[config.mk]
export PLATFORM = sky130hd
export DESIGN_NAME = ilk_slave_port
export DESIGN_NICKNAME = d
export VERILOG_FILES = /design/src/rtl/ilk_pkg.sv /design/src/rtl/ilk_sync.sv /design/src/rtl/ilk_decode.sv /design/src/rtl/ilk_regbank.sv /design/src/rtl/ilk_slave_port.sv
export SDC_FILE = /design/constraint.sdc
export NUM_CORES = 1
export LEC_CHECK = 0
export BUFFER_PORTS_ARGS = -buffer_cell sky130_fd_sc_hd__buf_4
export CAP_MARGIN = 5
export CORE_ASPECT_RATIO = 1.25
export CORE_MARGIN = 2
export CORE_UTILIZATION = 51
export DETAILED_ROUTE_END_ITERATION = 10
export PLACE_DENSITY_LB_ADDON = 0.12
export RECOVER_POWER = 25
export SLEW_MARGIN = 25
export SYNTH_ARGS = -nofsm -noshare
export SYNTH_HDL_FRONTEND = slang
export SYNTH_HIERARCHICAL = 1
export SYNTH_SLANG_ARGS = --single-unit
[constraint.sdc]
create_clock -name clk -period 3 [get_ports clk]
set_input_delay 0.3 -clock clk [delete_from_list [all_inputs] [get_ports clk]]
set_output_delay 0.3 -clock clk [all_outputs]
set_load 0.1 [all_outputs]
[src/rtl/ilk_pkg.sv]
package ilk_pkg;
    localparam int DATA_W = 16;

    typedef logic [DATA_W-1:0] word_t;

    typedef enum logic [0:0] {
        PH_IDLE = 1'b0,
        PH_HELD = 1'b1
    } phase_e;

    typedef struct packed {
        logic  ack;
        logic  drive;
        word_t data;
    } reply_t;

    function automatic reply_t idle_reply();
        reply_t r;
        r.ack   = 1'b0;
        r.drive = 1'b0;
        r.data  = '0;
        return r;
    endfunction
endpackage

[src/rtl/ilk_sync.sv]
module ilk_sync #(
    parameter int STAGES = 2
) (
    input  logic clk,
    input  logic rst,
    input  logic d,
    output logic q
);
    logic [STAGES-1:0] chain;

    generate
        for (genvar i = 0; i < STAGES; i++) begin : g_stage
            if (i == 0) begin : g_first
                always_ff @(posedge clk) begin
                    if (rst) chain[0] <= 1'b0;
                    else     chain[0] <= d;
                end
            end else begin : g_next
                always_ff @(posedge clk) begin
                    if (rst) chain[i] <= 1'b0;
                    else     chain[i] <= chain[i-1];
                end
            end
        end
    endgenerate

    assign q = chain[STAGES-1];
endmodule

[src/rtl/ilk_decode.sv]
module ilk_decode #(
    parameter int                ADDR_W = 18,
    parameter int                N_REGS = 4,
    parameter logic [ADDR_W-1:0] BASE   = 18'h3FF70,
    localparam int               IDX_W  = $clog2(N_REGS)
) (
    input  logic [ADDR_W-1:0] addr,
    output logic              hit,
    output logic [IDX_W-1:0]  idx
);
    localparam int TOP_LSB = IDX_W + 1;

    assign hit = (addr[ADDR_W-1:TOP_LSB] == BASE[ADDR_W-1:TOP_LSB]);
    assign idx = addr[IDX_W:1];
endmodule

[src/rtl/ilk_regbank.sv]
module ilk_regbank
    import ilk_pkg::*;
#(
    parameter int  N_REGS = 4,
    localparam int IDX_W  = $clog2(N_REGS)
) (
    input  logic             clk,
    input  logic             rst,
    input  logic             we,
    input  logic [IDX_W-1:0] idx,
    input  word_t            wdata,
    output word_t            rdata
);
    word_t regs [N_REGS];

    generate
        for (genvar k = 0; k < N_REGS; k++) begin : g_reg
            always_ff @(posedge clk) begin
                if (rst)                         regs[k] <= '0;
                else if (we && idx == IDX_W'(k)) regs[k] <= wdata;
            end
        end
    endgenerate

    assign rdata = regs[idx];
endmodule

[src/rtl/ilk_slave_port.sv]
module ilk_slave_port
    import ilk_pkg::*;
#(
    parameter int                ADDR_W = 18,
    parameter int                N_REGS = 4,
    parameter logic [ADDR_W-1:0] BASE   = 18'h3FF70,
    parameter int                SYNC_N = 2,
    localparam int               IDX_W  = $clog2(N_REGS)
) (
    input  logic              clk,
    input  logic              rst,
    input  logic              bus_strobe,
    input  logic [ADDR_W-1:0] bus_addr,
    input  logic              bus_write,
    input  logic [DATA_W-1:0] bus_wdata,
    output logic              bus_ack,
    output logic [DATA_W-1:0] bus_rdata,
    output logic              bus_rdrive
);
    logic             strobe_s;
    logic             hit;
    logic [IDX_W-1:0] idx;
    logic             take;
    logic             we;
    word_t            bank_rdata;
    phase_e           phase;
    reply_t           reply;

    ilk_sync #(.STAGES(SYNC_N)) u_sync (
        .clk (clk),
        .rst (rst),
        .d   (bus_strobe),
        .q   (strobe_s)
    );

    ilk_decode #(.ADDR_W(ADDR_W), .N_REGS(N_REGS), .BASE(BASE)) u_dec (
        .addr (bus_addr),
        .hit  (hit),
        .idx  (idx)
    );

    assign take = (phase == PH_IDLE) && strobe_s && hit;
    assign we   = take && bus_write;

    ilk_regbank #(.N_REGS(N_REGS)) u_bank (
        .clk   (clk),
        .rst   (rst),
        .we    (we),
        .idx   (idx),
        .wdata (bus_wdata),
        .rdata (bank_rdata)
    );

    always_ff @(posedge clk) begin
        if (rst) begin
            phase <= PH_IDLE;
            reply <= idle_reply();
        end else begin
            case (phase)
                PH_IDLE: begin
                    if (take) begin
                        phase       <= PH_HELD;
                        reply.ack   <= 1'b1;
                        reply.drive <= !bus_write;
                        reply.data  <= bus_write ? '0 : bank_rdata;
                    end
                end
                PH_HELD: begin
                    if (!strobe_s) begin
                        phase <= PH_IDLE;
                        reply <= idle_reply();
                    end
                end
                default: begin
                    phase <= PH_IDLE;
                    reply <= idle_reply();
                end
            endcase
        end
    end

    assign bus_ack    = reply.ack;
    assign bus_rdrive = reply.drive;
    assign bus_rdata  = reply.data;
endmodule

==> metrics.txt <==
Sum Neg Setup Slack=0 ps; post-synth top area share=0.5207; TritonRoute pass-1 iters=4; FMAX=0.5182 GHz; post-CTS sizing=0; Seq/Total Area, Yosys=0.6346; Worst Hold End=u_sync/chain[0]$_SDFF_PP0_; filler-free cell count of the finished design=413; Unique masters post-synth=31; Leak Pwr=1.620 nW; critical path's slowest cell=nor4_1; Hold Vio Cnt, Final=0; initial antenna violation count=0; I/O pin count=56; final non-filler cell area=4209 sq um; Buf/Inv on CP=3; CP Capture Type=register; CORE AREA=6977 sq um; CTS tree=yes; R2R Setup Slk=1400 ps; grt ovf=0; slew margin rel.=0.2159; maximum VDD drop=0.2824 mV; pin count of the biggest net entering global routing=28; Worst Path Max Fanout=8; hold path startpoint=bus_strobe; EDFF count, synth=64; CTS buffer count=9; outcome=complete, no violations; wire per inst=17.77 um; dpl cell area=4131 sq um; final setup fails=0; power per cell area=500.6 nW/um^2; Slew @ Worst Pin=1181 ps; Routed Antenna Nets=0; Routed Wire Length=7337 um; CTS clk-pin slew, worst paths=80 ps; HP Class=input pin to register; starting density of the core=0.5291; via count=2264; Clock Skew=7.054 ps; GRT Total Usage=0.1957; origin of the worst setup path=bus_addr[7]; reg2reg path depth=5; Placed Cells=397; number of global-route vias before repair=2268; initial drt markers=95; gp weighted congestion=0.7132; crit-path most repeated cell=buf_4; Die W=80.09 um; P&R area growth vs syn=14.03%; Buffers on Ports=54; CP top delay family=simple AND/OR/NAND/NOR gates; maxcap violations=0; nets=356; fillers=575; post-synth net total=301; n_diodes=0; drt drc=0; critical path type=input pin to register; Clock Latency Late Sink=340 ps; final core occ=0.6033; top post-synthesis cells by area=edfxtp_1 52%, dfxtp_1 11%, nor2_1 6.7%; Hold Path Depth=2; layout cells sized above 1=0.2229; clock sinks=85; first-pass GRT wire length=11340 um; most frequent cells in the layout=66 x nor2_1, 64 x edfxtp_1, 47 x buf_4, 21 x dfxtp_1, 21 x clkbuf_1; share of the clock period used by the worst path=0.6433; crit start category=input pin; # hold bufs at CTS=0; Reg-to-Reg Start=u_sync/q$_SDFF_PP0_; vias per cell=5.482; Root Buffer=clkbuf_8; r2r endpoint=u_bank/regs[0][1]$_SDFFCE_PN0P_; maximum clock insertion buffer count=2; Sequential Area=2342 sq um; Place WS=761.3 ps; CP Cell Sequence=buf_4 > nand4bb_1 > nor4_1 > and3b_1 > and2_0 > inv_1 > o21bai_1 > buf_4; PnR worst setup slack=1070 ps; post-synth top area cell=edfxtp_1; Critical Path AT=1980 ps; fin. max-slew vios=0; async set-reset flop share out of synthesis=0; RSZ-0062 raised after global routing=false; Post-CTS Setup Inserts=0; Critical Path Max Stage Delay=430 ps; CP required=3050 ps; H-Tree Depth=3; most common cell after layout, fill and taps aside=nor2_1; Die Area=7938 sq um; post-synthesis instance total=263; Yosys warning count=6; synthesized flop and latch total=85; die height=99.12 um; min cycle time layout=1930 ps; Main synth FF type=edfxtp_1; row count=34; mean post-synth cell area=14.03 sq um; multi-input logic area=1167 sq um; DP HPWL=4888 um; Mapped Area=3691 sq um
how the worst max path moves through the flow:
stage | cells past startpoint | endpoint | slack (ps)
2_1_floorplan | 10 | u_bank/regs[0][0]$_SDFFCE_PN0P_ | -5
3_3_place_gp | 8 | u_bank/regs[0][9]$_SDFFCE_PN0P_ | 770
3_5_place_dp | 8 | u_bank/regs[3][3]$_SDFFCE_PN0P_ | 760
4_1_cts | 8 | u_bank/regs[3][3]$_SDFFCE_PN0P_ | 1110
5_1_grt | 8 | u_bank/regs[1][5]$_SDFFCE_PN0P_ | 910
6_report | 8 | u_bank/regs[0][1]$_SDFFCE_PN0P_ | 1070
worst reg2reg max path, cell delays in order (launching register included):
cell,delay (ps)
dfxtp_1,380
and3b_1,200
and2_0,190
inv_1,100
o21bai_1,190
buf_4,230
per-layer routing:
layer	track usage	routed length, um
met2	0.3391	3780
met3	0.03539	420
met1	0.2343	2996
met5	0	0
met4	0.09257	140
area by class of cell:
cell class                 instances  area share
sequential                        85      0.5565
multi-input combinational        155      0.2773
timing repair buffer              66      0.1008
clock buffer                      11     0.03121
tap                               90     0.02675
clock inverter                     5    0.006540
inverter                           1   0.0008918
state kept, by name (all words and copies together), names as in the netlist:
signal	count
u_bank/regs	64
bus_rdrive	1
u_sync/chain	1
phase	1
u_sync/q	1
bus_ack	1
bus_rdata	16
power breakdown:
part / leakage, nW / switching (mW) / total [mW] / internal (mW)
clock network: 0.0845 / 0.383 / 0.679 / 0.296
logic: 0.679 / 0.0740 / 0.142 / 0.0680
registers: 0.857 / 0.00564 / 1.29 / 1.28
stage by stage:
step / hold WS (ps) / power, mW
after CTS: 163.9 / 2.134
after global routing: 181.6 / 2.182
after floorplan: 369.1 / 1.395
after global placement: 452.0 / 1.455
after detailed placement: 441.8 / 1.458
final: 176.2 / 2.107
synthesized netlist by cell type (2+ instances only):
master and instances:
nor2_1 66, edfxtp_1 64, dfxtp_1 21, a31o_1 17, and3_1 16, nand3b_1 16, buf_2 10, mux4_2 9
mux4_1 7, buf_6 6, o21bai_1 4, buf_4 3, nand2b_1 3, clkbuf_1 2, nand4_1 2, nor2b_1 2
cell families after synthesis:
family / count (synthesis) / share of synthesized area
muxes: 16 / 0.1047
AOI/OAI and AO/OA: 22 / 0.04983
and+or+nand+nor: 117 / 0.1644
buffers and inverters: 23 / 0.04644
DFF: 85 / 0.6346
Note: power is estimated with default switching activity, not from simulation.
